File: config.mk
export PLATFORM = sky130hd
export DESIGN_NAME = swl_cmd_detect
export DESIGN_NICKNAME = d
export VERILOG_FILES = /design/src/rtl/swl_pkg.sv /design/src/rtl/swl_seq_match.sv /design/src/rtl/swl_window.sv /design/src/rtl/swl_cmd_detect.sv
export SDC_FILE = /design/constraint.sdc
export NUM_CORES = 1
export LEC_CHECK = 0
export BUFFER_PORTS_ARGS = -buffer_cell sky130_fd_sc_hd__buf_2
export CAP_MARGIN = 20
export CORE_AREA = 2 2 49 51
export CTS_CLUSTER_DIAMETER = 100
export DETAILED_ROUTE_END_ITERATION = 10
export DIE_AREA = 0 0 51 53
export PLACE_DENSITY = 0.81
export SKIP_LAST_GASP = 1
export SYNTH_ARGS = -nofsm -noshare
export SYNTH_HDL_FRONTEND = slang
export SYNTH_SLANG_ARGS = --single-unit
File: constraint.sdc
create_clock -name clk -period 1.8 [get_ports clk]
set_clock_uncertainty 0.15 [all_clocks]
set_input_delay 0.09 -clock clk [delete_from_list [all_inputs] [get_ports clk]]
set_output_delay 0.09 -clock clk [all_outputs]
set_load 0.02 [all_outputs]
File: src/rtl/swl_pkg.sv
package swl_pkg;

   typedef enum logic [2:0] {
      STEP_IDLE,
      STEP_KEY1,
      STEP_KEY2,
      STEP_UNL1,
      STEP_UNL2,
      STEP_UNL3
   } swl_step_e;

endpackage

File: src/rtl/swl_seq_match.sv
module swl_seq_match
   import swl_pkg::*;
#(
   parameter int                ADDR_W  = 15,
   parameter int                DATA_W  = 8,
   parameter logic [ADDR_W-1:0] ADR_A   = 'h5555,
   parameter logic [ADDR_W-1:0] ADR_B   = 'h2AAA,
   parameter logic [DATA_W-1:0] KEY1    = 'hAA,
   parameter logic [DATA_W-1:0] KEY2    = 'h55,
   parameter logic [DATA_W-1:0] ARM     = 'hA0,
   parameter logic [DATA_W-1:0] UNL_PRE = 'h80,
   parameter logic [DATA_W-1:0] UNL_FIN = 'h20
) (
   input  logic              clk,
   input  logic              rst_n,
   input  logic              stb,
   input  logic [ADDR_W-1:0] addr,
   input  logic [DATA_W-1:0] data,
   input  logic              bypass,
   output logic              is_cmd,
   output logic              arm_hit,
   output logic              unl_hit
);

   swl_step_e step_q, step_nx;
   logic      m_key1, m_key2, m_arm, m_pre, m_fin;
   logic      cmd_c, arm_c, unl_c;

   assign m_key1 = (addr == ADR_A) && (data == KEY1);
   assign m_key2 = (addr == ADR_B) && (data == KEY2);
   assign m_arm  = (addr == ADR_A) && (data == ARM);
   assign m_pre  = (addr == ADR_A) && (data == UNL_PRE);
   assign m_fin  = (addr == ADR_A) && (data == UNL_FIN);

   always_comb begin
      step_nx = STEP_IDLE;
      cmd_c   = 1'b0;
      arm_c   = 1'b0;
      unl_c   = 1'b0;
      unique case (step_q)
         STEP_IDLE: begin
            if (m_key1) begin step_nx = STEP_KEY1; cmd_c = 1'b1; end
         end
         STEP_KEY1: begin
            if (m_key2)      begin step_nx = STEP_KEY2; cmd_c = 1'b1; end
            else if (m_key1) begin step_nx = STEP_KEY1; cmd_c = 1'b1; end
         end
         STEP_KEY2: begin
            if (m_arm)       begin arm_c = 1'b1; cmd_c = 1'b1; end
            else if (m_pre)  begin step_nx = STEP_UNL1; cmd_c = 1'b1; end
            else if (m_key1) begin step_nx = STEP_KEY1; cmd_c = 1'b1; end
         end
         STEP_UNL1: begin
            if (m_key1) begin step_nx = STEP_UNL2; cmd_c = 1'b1; end
         end
         STEP_UNL2: begin
            if (m_key2)      begin step_nx = STEP_UNL3; cmd_c = 1'b1; end
            else if (m_key1) begin step_nx = STEP_KEY1; cmd_c = 1'b1; end
         end
         STEP_UNL3: begin
            if (m_fin)       begin unl_c = 1'b1; cmd_c = 1'b1; end
            else if (m_key1) begin step_nx = STEP_KEY1; cmd_c = 1'b1; end
         end
         default: step_nx = STEP_IDLE;
      endcase
   end

   always_ff @(posedge clk) begin
      if (!rst_n)           step_q <= STEP_IDLE;
      else if (bypass)      step_q <= STEP_IDLE;
      else if (stb)         step_q <= step_nx;
   end

   assign is_cmd  = stb && !bypass && cmd_c;
   assign arm_hit = stb && !bypass && arm_c;
   assign unl_hit = stb && !bypass && unl_c;

   AST_BREAK_TO_IDLE: assert property (@(posedge clk) disable iff (!rst_n)
      (stb && !bypass && !is_cmd) |=> (step_q == STEP_IDLE)) else $error("break");
   AST_RESTART_KEY: assert property (@(posedge clk) disable iff (!rst_n)
      (stb && !bypass && m_key1 && step_q != STEP_UNL1) |=> (step_q == STEP_KEY1)) else $error("restart");

endmodule

File: src/rtl/swl_window.sv
module swl_window #(
   parameter int PAGE_BYTES = 64,
   parameter bit LIMIT_PAGE = 1'b1
) (
   input  logic clk,
   input  logic rst_n,
   input  logic open_req,
   input  logic data_wr,
   input  logic prog_done,
   output logic win_open,
   output logic win_full
);

   localparam int CNT_W = $clog2(PAGE_BYTES + 1);

   logic win_any;

   if (PAGE_BYTES < 1) begin : g_bad_page
      $error("PAGE_BYTES must be at least 1");
   end

   if (LIMIT_PAGE) begin : g_limited
      logic [CNT_W-1:0] cnt_q;
      always_ff @(posedge clk) begin
         if (!rst_n)                  cnt_q <= '0;
         else if (open_req)           cnt_q <= '0;
         else if (data_wr && !win_full) cnt_q <= cnt_q + 1'b1;
      end
      assign win_full = (cnt_q == CNT_W'(PAGE_BYTES));
      assign win_any  = (cnt_q != '0);

      AST_CNT_BOUND: assert property (@(posedge clk) disable iff (!rst_n)
         cnt_q <= CNT_W'(PAGE_BYTES)) else $error("count");
   end else begin : g_unlimited
      logic any_q;
      always_ff @(posedge clk) begin
         if (!rst_n)        any_q <= 1'b0;
         else if (open_req) any_q <= 1'b0;
         else if (data_wr)  any_q <= 1'b1;
      end
      assign win_full = 1'b0;
      assign win_any  = any_q;
   end

   always_ff @(posedge clk) begin
      if (!rst_n)                    win_open <= 1'b0;
      else if (open_req)             win_open <= 1'b1;
      else if (prog_done && win_any) win_open <= 1'b0;
   end

   AST_RELOCK: assert property (@(posedge clk) disable iff (!rst_n)
      (win_open && prog_done && win_any && !open_req) |=> !win_open) else $error("relock");
   AST_EARLY_DONE_KEEPS: assert property (@(posedge clk) disable iff (!rst_n)
      (win_open && prog_done && !win_any && !data_wr) |=> win_open) else $error("early");

endmodule

File: src/rtl/swl_cmd_detect.sv
module swl_cmd_detect #(
   parameter int                ADDR_W     = 15,
   parameter int                DATA_W     = 8,
   parameter int                PAGE_BYTES = 64,
   parameter bit                LIMIT_PAGE = 1'b1,
   parameter bit                INIT_LOCK  = 1'b0,
   parameter logic [ADDR_W-1:0] ADR_A      = 'h5555,
   parameter logic [ADDR_W-1:0] ADR_B      = 'h2AAA,
   parameter logic [DATA_W-1:0] KEY1       = 'hAA,
   parameter logic [DATA_W-1:0] KEY2       = 'h55,
   parameter logic [DATA_W-1:0] ARM        = 'hA0,
   parameter logic [DATA_W-1:0] UNL_PRE    = 'h80,
   parameter logic [DATA_W-1:0] UNL_FIN    = 'h20
) (
   input  logic              clk,
   input  logic              rst_n,
   input  logic              wr_stb,
   input  logic [ADDR_W-1:0] wr_addr,
   input  logic [DATA_W-1:0] wr_data,
   input  logic              prog_done,
   output logic              wr_permit,
   output logic              wr_reject,
   output logic              lock_on
);

   if (ADDR_W < 2 || DATA_W < 2) begin : g_bad_width
      $error("ADDR_W and DATA_W must be at least 2");
   end

   logic is_cmd, arm_hit, unl_hit;
   logic win_open, win_full, data_wr;
   logic arm_ok, unl_ok;
   logic lock_q = INIT_LOCK;
   logic permit_q, reject_q;

   swl_seq_match #(
      .ADDR_W(ADDR_W), .DATA_W(DATA_W), .ADR_A(ADR_A), .ADR_B(ADR_B),
      .KEY1(KEY1), .KEY2(KEY2), .ARM(ARM), .UNL_PRE(UNL_PRE), .UNL_FIN(UNL_FIN)
   ) u_match (
      .clk(clk), .rst_n(rst_n), .stb(wr_stb), .addr(wr_addr), .data(wr_data),
      .bypass(win_open), .is_cmd(is_cmd), .arm_hit(arm_hit), .unl_hit(unl_hit)
   );

   assign arm_ok  = rst_n && arm_hit;
   assign unl_ok  = rst_n && unl_hit;
   assign data_wr = wr_stb && win_open && !win_full;

   swl_window #(.PAGE_BYTES(PAGE_BYTES), .LIMIT_PAGE(LIMIT_PAGE)) u_win (
      .clk(clk), .rst_n(rst_n), .open_req(arm_ok), .data_wr(data_wr),
      .prog_done(prog_done), .win_open(win_open), .win_full(win_full)
   );

   always_ff @(posedge clk) begin
      if (arm_ok)      lock_q <= 1'b1;
      else if (unl_ok) lock_q <= 1'b0;
   end

   always_ff @(posedge clk) begin
      if (!rst_n) begin
         permit_q <= 1'b0;
         reject_q <= 1'b0;
      end else if (win_open) begin
         permit_q <= wr_stb && !win_full;
         reject_q <= wr_stb && win_full;
      end else begin
         permit_q <= wr_stb && !is_cmd && !lock_q;
         reject_q <= wr_stb && !is_cmd && lock_q;
      end
   end

   assign wr_permit = permit_q;
   assign wr_reject = reject_q;
   assign lock_on   = lock_q;

   AST_PULSE_EXCL: assert property (@(posedge clk) disable iff (!rst_n)
      !(wr_permit && wr_reject)) else $error("excl");
   AST_PULSE_FROM_STB: assert property (@(posedge clk) disable iff (!rst_n)
      (wr_permit || wr_reject) |-> $past(wr_stb)) else $error("stb");
   AST_CMD_WITHHELD: assert property (@(posedge clk) disable iff (!rst_n)
      is_cmd |=> (!wr_permit && !wr_reject)) else $error("cmd");
   AST_ARM_LOCKS: assert property (@(posedge clk) disable iff (!rst_n)
      arm_hit |=> (lock_on && win_open)) else $error("arm");
   AST_UNLOCK: assert property (@(posedge clk) disable iff (!rst_n)
      unl_hit |=> !lock_on) else $error("unlock");
   AST_UNLOCKED_NO_REJECT: assert property (@(posedge clk) disable iff (!rst_n)
      (wr_stb && !lock_on && !win_open) |=> !wr_reject) else $error("unl rej");

endmodule

## After elaboration in Yosys (flattened, before gate mapping)

Cells that the tools add are included.

- Memories kept: 0
- Bits in writable memories: 0
- Latch bits: 0
- Bits of input ports: 27
- Word-level logic and storage cells: 74
- Register bits: 14
- ROM bits: 0

- Reduce and logical (&&, ||, !) cells: 31
- Bitwise logic cells: 1
- Multipliers: 0
- $add $sub $neg: 1
- Shifts and indexed selects: 0
- Order comparisons: 0
- Mux-type cells: 22
- Div/mod/pow operators: 0
- Eq/ne operators: 13

Operator list:

| cell | count |
|---|---|
| 8-bit equality test (second input constant) | 3 |
| 1-bit logical AND | 20 |
| 3-bit case mux with 6 select lines | 1 |
| 15-bit by 14-bit equality test with 1-bit output (second input constant) | 1 |
| 15-bit equality test (second input constant) | 1 |
| 1-bit two-way mux | 15 |
| 3-bit two-way mux | 5 |
| 8-bit by 6-bit equality test with 1-bit output (second input constant) | 1 |
| 8-bit by 7-bit equality test with 1-bit output (second input constant) | 1 |
| 2-bit OR reduction | 4 |
| 7-bit by 1-bit adder with 7-bit output (second input constant) | 1 |
| 7-bit equality test (second input constant) | 1 |
| 7-bit nonzero test | 1 |
| 3-bit by 2-bit equality test with 1-bit output (second input constant) | 2 |
| 3-bit equality test (second input constant) | 2 |
| 1-bit zero test | 4 |
| 1-bit case mux with 4 select lines | 1 |
| 3-bit by 1-bit equality test with 1-bit output (second input constant) | 1 |
| 3-bit zero test | 1 |
| 2-bit nonzero test | 1 |
| 1-bit inverter | 1 |

## Logic depth before layout (Yosys ltp)

Gate-level depths: netlist of the first run.

- Word-level depth: 11
- Mapped depth: 6
- Mapped depth without buffers: 6

## By module

Synthesis of the first run repeated with hierarchy kept, for this count alone.

- Cells, all modules: 130
- Area total of the unflattened synthesis: 1032.2 µm²

By module, submodules not included:

| module | cells an instance | sequential area each (µm²) | area each (µm²) | times used |
|---|---|---|---|---|
| swl_seq_match | 68 | 60.1 | 503.0 | 1 |
| swl_window | 47 | 160.2 | 404.1 | 1 |
| swl_cmd_detect | 15 | 60.1 | 125.1 | 1 |

## Worst setup path before layout of the first run

OpenSTA, ideal clock, no wires.

- Path kind: reg2reg
- Start: register u_match.step_q[0]
- End: register reject_q (netlist: wr_reject)
- Library setup time: 0.121 ns
- Arrival: 1.289 ns
- Required time: 1.529 ns
- Setup slack: 0.240 ns
- Period minus slack after synthesis: 1.560 ns
- Stages on the path, launching flop included: 6
- Cells stage by stage: dfxtp_1 -> buf_2 -> inv_1 -> or4_1 -> a21oi_1 -> o31ai_1

- Longest elaborated chain between the ends: 8

Ends and longest elaborated chain:

| element | RTL line | RTL |
|---|---|---|
| start, declared | swl_seq_match.sv:25 | `swl_step_e step_q, step_nx;` |
| start signal, assigned | swl_seq_match.sv:71 | `else if (stb) step_q <= step_nx;` |
| 3-bit by 1-bit equality test with 1-bit output (tied with other cells) | swl_seq_match.sv:40 | `unique case (step_q)` |
| 2-bit OR reduction (no source line) | -- |  |
| 1-bit case mux with 4 select lines * | swl_seq_match.sv:40 |  |
| 1-bit logical AND * | swl_seq_match.sv:74 | `assign is_cmd = stb && !bypass && cmd_c;` |
| 1-bit zero test * | swl_cmd_detect.sv:67 | `reject_q <= wr_stb && !is_cmd && lock_q;` |
| 1-bit logical AND * (2 in series) | swl_cmd_detect.sv:67 |  |
| 1-bit two-way mux * | swl_cmd_detect.sv:62 | `end else if (win_open) begin` |
| end signal, assigned | swl_cmd_detect.sv:64 | `reject_q <= wr_stb && win_full;` |
| end signal, assigned | swl_cmd_detect.sv:67 |  |
| end, declared | swl_cmd_detect.sv:34 | `logic permit_q, reject_q;` |

Mark *: on every way between the ends. The rest lies on a longest branch, timed or not.
A chain may end at the register's enable or synchronous reset.

## Final worst setup path of the first run

- Start: input rst_n
- End: register u_match.step_q[0]

- Longest elaborated chain between the ends: 2

Ends and longest elaborated chain:

| element | RTL line | RTL |
|---|---|---|
| start, declared | swl_cmd_detect.sv:16 | `input logic rst_n,` |
| 1-bit inverter (no source line) | -- |  |
| 2-bit OR reduction (no source line) | -- |  |

No other way between the ends.

==> results of run 1 <==
==> critical path: cells and delay by family <==
family / cells / cell delay, ns
buffers and inverters: 2 / 0.69
and+or+nand+nor: 2 / 0.73
AOI/OAI and AO/OA: 2 / 0.26
==> stage by stage <==
| stage | hold WS, ns | instance area (um2) |
|---|---|---|
| floorplan | 0.04848 | 1020 |
| global placement | 0.2535 | 1231 |
| detailed placement | 0.2536 | 1231 |
| CTS | 0.002018 | 1277 |
| global route | 0.01144 | 1284 |
| finish | 0.0001845 | 1284 |
==> placed cells by master (no fill, tap or decap), drive strengths merged, types with 3 or more instances in the layout <==
cell type	Yosys	layout
a21oi	5	5
and3	7	7
buf	2	35
clkbuf	1	4
dfxtp	14	14
inv	5	5
nand2	7	7
nand3	6	6
nand3b	3	3
nand4	6	6
nor2	12	12
nor2b	4	4
nor3	5	5
nor3b	3	3
nor4	5	5
nor4b	3	3
nor4bb	4	4
o31ai	3	3
or4	3	3
xnor2	3	3
xor2	3	3
==> area by class of cell <==
| class | instances | area (um2) | share of cell area |
|---|---|---|---|
| well taps | 28 | 35.03 | 0.02729 |
| repair buffers | 36 | 200.2 | 0.1559 |
| multi-input cells | 104 | 713.2 | 0.5556 |
| clock buffers | 4 | 36.28 | 0.02827 |
| inverters | 5 | 18.77 | 0.01462 |
| flip-flops and latches | 14 | 280.3 | 0.2183 |
==> synthesized netlist by cell type (2+ instances only) <==
master / number / area share
o31ai_1: 3 / 0.022
inv_1: 5 / 0.018
buf_2: 2 / 0.0098
nor4_1: 5 / 0.031
ha_1: 2 / 0.025
xor2_1: 3 / 0.026
nor3b_1: 3 / 0.022
nand3_1: 6 / 0.029
nor2_1: 12 / 0.044
nand3b_1: 3 / 0.022
or2_2: 2 / 0.012
or4_1: 3 / 0.022
and4b_1: 2 / 0.020
and3_1: 6 / 0.037
o21a_1: 2 / 0.015
a21oi_1: 5 / 0.025
dfxtp_1: 14 / 0.27
xnor2_1: 3 / 0.026
nor2b_1: 4 / 0.025
nand4_1: 6 / 0.037
nor4b_1: 3 / 0.026
nand2_1: 7 / 0.026
nor4bb_1: 4 / 0.039
nor3_1: 4 / 0.020
a31oi_1: 2 / 0.012
==> timing repair <==
action                                  CTS  global route
resized for setup                         0             1
endpoints found under the hold margin     3             0
endpoints found under the setup margin    0             1
hold buffers                              1             0
==> report_power, final <==
part	total, mW	switching, mW	leakage [nW]	internal, mW
Sequential	0.311	0.000309	0.113	0.311
Combinational	0.0868	0.0417	0.396	0.0450
Clock	0.220	0.0965	0.0210	0.123
==> metal layers <==
metal | GRT usage | part of all wire
met2 | 0.3571 | 0.50
met4 | 0.08108 | 0.011
met5 | 0 | 0
met1 | 0.2625 | 0.44
met3 | 0.03672 | 0.048
==> worst min path at each step <==
stage               slack (ns)                     endpoint      start
floorplan                 0.05         wr_permit$_SDFF_PN0_      rst_n
global placement          0.25  u_win.win_open$_SDFFE_PN0P_      rst_n
detailed placement        0.25  u_win.win_open$_SDFFE_PN0P_      rst_n
CTS                      0.002  u_win.win_open$_SDFFE_PN0P_  prog_done
global route              0.01  u_win.win_open$_SDFFE_PN0P_  prog_done
finish                  0.0002  u_win.win_open$_SDFFE_PN0P_  prog_done
==> registers in the layout (all words and copies together), names as in the netlist <==
| signal | flops |
|---|---|
| wr_permit | 1 |
| u_match.step_q | 3 |
| lock_on | 1 |
| u_win.win_open | 1 |
| wr_reject | 1 |
| u_win.g_limited.cnt_q | 7 |
==> cells by family after synthesis <==
logic type      count (synthesis)  synth area share
simple gates                   75            0.4577
compound gates                 21            0.1595
flops                          14            0.2748
buf+inv                         8           0.03190
xor+xnor                        6           0.05154
fa+ha+maj                       2           0.02454
==> metrics, run 1 <==
CTS Buf Count 3; Area Growth Syn to Fin 25.89%; drt drc 0; cell depth of the worst flop-to-flop path 5; # IOs 30; TritonCTS clock tree built; RSZ-0062 raised after global routing false; critical path cell sequence dlygate4sd3_1 -> buf_2 -> nor2b_1 -> o21ai_0 -> or4_1 -> o21ai_1; Max Fclk roughly 590 MHz; pre-CTS setup slack -0.02303 ns; Final TNS setup 0 ns; total gr overflow 0; WL per Instance between 10 and 15 um; top_reg_cell synth dfxtp_1; Pre-antenna DRT Iters 4; post-route ant nets 0; Worst R2R Start u_win.g_limited.cnt_q[3]$_SDFFE_PP0P_; Cell Count, Final, Fillers Out between 150 and 200; final worst slack 0.09662 ns; slowest stage cell on the critical path dlygate4sd3_1; Final Net Count about 190; Die Y 53 um; DIE WIDTH 51 um; first-pass GRT wire length 4347 um; Tmin final 1.703 ns; Crit. End Element flop; CTS Buffer Depth 2; Hold Path Cell Cnt 3; Vias 1,115; clock sinks 14; Peak VDD IR 0.4619 mV; reg2reg setup slack around 0.14 ns; critical path class input pin to flop; Clock transition at path regs 0.08 ns; initial DRC count 38; Req. time, crit path 1.87 ns; Seq/Total Area, Yosys 0.2748; critical path endpoint u_match.step_q[0]$_SDFFE_PP0P_; Syn. warnings 0; post-CTS setup buffers 0; Starting Density 0.4747; Post-synth EDFFs 0; Synth Register Bits 14; root buffer cell clkbuf_4; Global Route Usage Sum 0.2098; CP Launch Point rst_n; placer's final routability congestion estimate 0.8997; reg2reg end u_win.g_limited.cnt_q[2]$_SDFFE_PP0P_; placed cells 186; H-tree Lvls 1; HP Class input pin to flop; asr flop ratio synth 0; Die Area 2703 um2; Worst-Skew Late Latency 0.28 ns; worst-margin pin slew 0.5071 ns; Final Cycle Share 0.9463; PortBufs 29; Syn Nets 155; layout cell share with drive strength beyond 1 0.2945; Crit Path Max Fanout 7; Power Dens Cells roughly 480 nW/um2; endpoints failing hold 0; vias in the first global route 1,045; Detailed Route WL 2517 um; critical path's largest stage delay approximately 0.51 ns; slew margin rel. 0.6588; initial antenna violation count 0; Critical Path Source Type input pin; Yosys cell types 40; max-capacitance violation count 0; # fillers 199; post-layout util 0.5976; final setup fails 0; status finished clean; HPWL after DPL 2025 um; Gate Count Post-Synth 126; Placement Rows 17; leakage power about 0.53 nW; average size of a mapped cell 8.093 um2; fin. max-slew vios 0; total power 0.6172 mW; Core Box Area 2148 um2; Worst EP arrival between 1.5 and 2 ns; largest net degree at the start of global routing 13; vias per inst 5.838; Post-Synthesis Cell Area 1020 um2; # diodes 0
No activity file was read; power rests on OpenSTA's default activity.
==> inputs of run 2 (changes only) <==
--- a/config.mk
+++ b/config.mk
@@ -7,11 +7,12 @@
 export LEC_CHECK = 0
 export BUFFER_PORTS_ARGS = -buffer_cell sky130_fd_sc_hd__buf_2
 export CAP_MARGIN = 20
-export CORE_AREA = 2 2 49 51
+export CORE_AREA = 2 2 47 49
+export CTS_BUF_LIST = sky130_fd_sc_hd__clkbuf_8
 export CTS_CLUSTER_DIAMETER = 100
 export DETAILED_ROUTE_END_ITERATION = 10
-export DIE_AREA = 0 0 51 53
-export PLACE_DENSITY = 0.81
+export DIE_AREA = 0 0 49 51
+export PLACE_DENSITY = 0.87
 export SKIP_LAST_GASP = 1
 export SYNTH_ARGS = -nofsm -noshare
 export SYNTH_HDL_FRONTEND = slang
==> metrics, run 2 (synthesized netlist as in run 1, its figures left out) <==
placer's final routability congestion estimate 0.8038; Die Area 2499 um2; Req. time, crit path 1.80 ns; Crit Path Max Fanout 5; # IOs 30; fin area 1309 um2; status finished clean; hold_ws approximately 0.01 ns; number of flip-flops in the largest register 7; final worst slack 0.1944 ns; Largest regs u_win.g_limited.cnt_q (7), u_match.step_q (3); Starting Density 0.4942; Cell Count, Final, Fillers Out about 190; Peak VDD IR 0.5393 mV; layout cell share with drive strength beyond 1 0.3006; Global Route Usage Sum 0.2377; total power 0.7101 mW; drt drc 0; Placed Area 1231 um2; Max Fclk 622.8 MHz; final setup fails 0; Crit. End Element flop; commonest non-fill, non-tap cell in the layout buf_2; total gr overflow 0; Core Box Area 2063 um2; # diodes 0; post-route ant nets 0; Power Dens Cells approximately 540 nW/um2; TritonCTS clock tree built; vias per inst about 6.0; Pre-antenna DRT Iters 4; HPWL after DPL 2138 um; Die Y 51 um; Vias 1,146; Detailed Route WL 2789 um; Final Net Count 193; area of the multi-input gates 719.4 um2; Clock transition at path regs about 0.060 ns; DIE WIDTH between 40 and 50 um; RSZ-0062 raised after global routing false; initial antenna violation count 0; Critical Path Source Type flop; slowest stage cell on the critical path nor4_2; root buffer cell clkbuf_8; max-capacitance violation count 0; fin. max-slew vios 0; Worst-Skew Late Latency 0.25 ns; pre-CTS setup slack 0.01732 ns; CTS Buf Count 3; Register Area 280.3 um2; Placement Rows 17; most frequent cells in the layout buf_2, dfxtp_1, nor2_1; Worst EP arrival 1.60 ns; Final TNS setup 0 ns; first-pass GRT wire length 4560 um; WL per Instance 14.60 um; initial DRC count 36; post-layout util 0.6343; Tmin final 1.606 ns; Biggest register u_win.g_limited.cnt_q; critical path's largest stage delay 0.45 ns; leakage power 0.5392 nW; clock sinks 14; CTS Buffer Depth 2; PortBufs 29; # fillers 180; vias in the first global route 1,049; H-tree Lvls 1; critical path class flop to flop; largest net degree at the start of global routing 13; worst-margin pin slew ~0.41 ns; slew margin rel. 0.7212; HP Class input pin to flop; endpoints failing hold 0; reg2reg setup slack between 0.15 and 0.2 ns; Final Cycle Share 0.8920; placed cells 186; critical path cell sequence nor4_2 -> a31oi_2 -> nand2_1 -> xor2_1 -> nor2_1; Area Growth Syn to Fin 28.34%
run 2: cell counts in the layout (fill, tap and decap cells not counted):
No cell type changed its count.
run 2: worst paths after layout:
check | start | end | cells after the start
max | u_win.g_limited.cnt_q[3]$_SDFFE_PP0P_ | u_win.g_limited.cnt_q[2]$_SDFFE_PP0P_ | 5
min | rst_n | lock_on$_SDFFE_PP1P_ | 2
max reg2reg | u_win.g_limited.cnt_q[3]$_SDFFE_PP0P_ | u_win.g_limited.cnt_q[2]$_SDFFE_PP0P_ | 5
min reg2reg | lock_on$_SDFFE_PP1P_ | wr_reject$_SDFF_PN0_ | 2
run 2: layout make-up:
cell class | count | area share
multi-input combinational | 104 | 0.5497
sequential | 14 | 0.2141
timing repair buffer | 36 | 0.1530
clock buffer | 4 | 0.04206
tap | 28 | 0.02677
inverter | 5 | 0.01434
run 2: what timing repair did:
item,in CTS,in global routing
endpoints found under the hold margin,1,0
hold buffers,1,0
setup buffers,0,0
setup endpoints to repair,0,3
resized for setup,0,2
run 2: critical path, delay by kind of cell (launching register included):
family,cells,cell delay (ns)
xor+xnor,1,0.16
compound gates,1,0.22
flops,1,0.35
simple gates,3,0.62
run 2: layer usage:
| metal | track usage | vias to the layer above | wire length [um] |
|---|---|---|---|
| li1 | - | 565 | - |
| met1 | 0.2691 | 528 | 1153 |
| met2 | 0.4247 | 46 | 1432 |
| met3 | 0.05263 | 7 | 152 |
| met4 | 0.1143 | 0 | 51 |
| met5 | 0 | - | 0 |
run 2: report_power, final:
part | leakage, nW | internal, mW | switching (mW)
Sequential | 0.113 | 0.311 | 0.000269
Combinational | 0.398 | 0.0451 | 0.0431
Clock | 0.0288 | 0.194 | 0.116
==> inputs of run 3 (changes only) <==
--- a/config.mk
+++ b/config.mk
@@ -10,6 +10,7 @@
 export CORE_AREA = 2 2 47 49
 export CTS_BUF_LIST = sky130_fd_sc_hd__clkbuf_8
 export CTS_CLUSTER_DIAMETER = 100
+export CTS_CLUSTER_SIZE = 30
 export DETAILED_ROUTE_END_ITERATION = 10
 export DIE_AREA = 0 0 49 51
 export PLACE_DENSITY = 0.87
==> constraint.sdc (replaced) <==
create_clock -name clk -period 1.7 [get_ports clk]
set_clock_uncertainty 0.15 [all_clocks]
set_input_delay 0.085 -clock clk [delete_from_list [all_inputs] [get_ports clk]]
set_output_delay 0.085 -clock clk [all_outputs]
set_load 0.02 [all_outputs]
==> metrics, run 3 (synthesized netlist as in run 1, its figures left out) <==
Critical Path Source Type flop; layout cell share with drive strength beyond 1 0.3294; Final Cycle Share 0.9514; total gr overflow 0; commonest non-fill, non-tap cell in the layout buf_2; WL per Instance 14.87 um; root buffer cell clkbuf_8; leakage power 0.5715 nW; Pre-antenna DRT Iters 4; reg2reg setup slack 0.08 ns; Die Y 51 um; Cell Count, Final, Fillers Out 198; critical path class flop to flop; post-route ant nets 0; Final TNS setup 0 ns; Biggest register u_win.g_limited.cnt_q; final worst slack 0.08259 ns; post-CTS setup buffers 0; Die Area between 2000 and 2500 um2; slew margin rel. 0.7018; # fillers 170; Vias 1,225; Clock transition at path regs around 0.06 ns; Power Dens Cells ~570 nW/um2; drt drc 0; Worst-Skew Late Latency 0.26 ns; first-pass GRT wire length between 4000 and 5000 um; max-capacitance violation count 0; initial antenna violation count 0; number of flip-flops in the largest register 7; Worst EP arrival 1.63 ns; TritonCTS clock tree built; Area Growth Syn to Fin 33.50%; Final Net Count 200; # IOs 30; Crit. End Element flop; Req. time, crit path 1.71 ns; Tmin final 1.617 ns; Peak VDD IR 0.5299 mV; met1 usage 0.2855; CTS Buf Count 3; Core Box Area 2063 um2; DIE WIDTH 49 um; initial DRC count 57; final setup fails 0; Starting Density 0.4942; Detailed Route WL 2944 um; H-tree Lvls 1; most frequent cells in the layout buf_2, dfxtp_1, buf_4; total power around 0.77 mW; vias in the first global route about 1,200; HPWL after DPL 2242 um; CP Launch Point u_match.step_q[1]$_SDFFE_PP0P_; vias per inst approximately 6.2; Worst R2R Start u_match.step_q[1]$_SDFFE_PP0P_; Placement Rows 17; Crit Path Max Fanout 7; pre-CTS setup slack -0.07064 ns; min-delay src prog_done; CTS Buffer Depth 2; met3 layer usage reported by global route 0.04094; Global Route Usage Sum 0.2522; status finished clean; Max Fclk 618.3 MHz; largest net degree at the start of global routing 13; met2 Usage GRT 0.4566; # diodes 0; fin. max-slew vios 0; Largest regs u_win.g_limited.cnt_q (7), u_match.step_q (3); clock sinks 14; worst-margin pin slew 0.4433 ns; placer's final routability congestion estimate 0.8479; PortBufs 29; placed cells 193; endpoints failing hold 0; post-layout util 0.6598; HP Class input pin to flop; Most Crowded Layer GR met2
## run 3: changes by cell type in the layout (fill, tap and decap cells not counted)
cell     previous run  this run
buf_4               6        13
nor4b_1             3         2
nor4b_2             0         1
nor4_2              1         0
nor4_1              4         5
## run 3: per-stage QoR
stage | hold WS, ns | instance area, um2
after floorplan | 0.04348 | 1020
after global placement | 0.2422 | 1284
after detailed placement | 0.2456 | 1284
after CTS | 0.01403 | 1349
after global routing | 0.03217 | 1361
final | 0.01112 | 1361
## run 3: final timing paths
check / endpoint / depth (start not counted)
setup reg to reg: wr_permit$_SDFF_PN0_ / 4
hold reg to reg: wr_reject$_SDFF_PN0_ / 2
hold / removal: u_win.win_open$_SDFFE_PN0P_ / 3
setup / recovery: wr_permit$_SDFF_PN0_ / 4
## run 3: what timing repair did
item	CTS	global route
gates resized for setup	0	2
hold buffers	1	0
endpoints found under the setup margin	0	3
hold endpoints to repair	2	0
## run 3: metal layers
metal,vias up,part of all wire
met2,71,0.49
met4,0,0.030
met3,22,0.072
met1,556,0.41
li1,576,-
met5,-,0
## run 3: critical path, cell delays in order (launching register included)
cell and delay, ns:
dfxtp_1 0.46, nand2b_1 0.21, nor4_1 0.09, a311o_2 0.38, o31ai_1 0.24
## run 3: final cells by class
type,instances,area (um2),area share
Multi-Input combinational cell,104,719.4,0.5285
Inverter,5,18.77,0.01379
Timing Repair Buffer,43,252.7,0.1857
Sequential cell,14,280.3,0.2059
Tap cell,28,35.03,0.02574
Clock buffer,4,55.05,0.04044
## run 3: power breakdown
group          switching (mW)  internal, mW  total (mW)
registers            0.000196         0.329       0.330
logic                  0.0495        0.0549       0.104
clock network           0.130         0.206       0.336
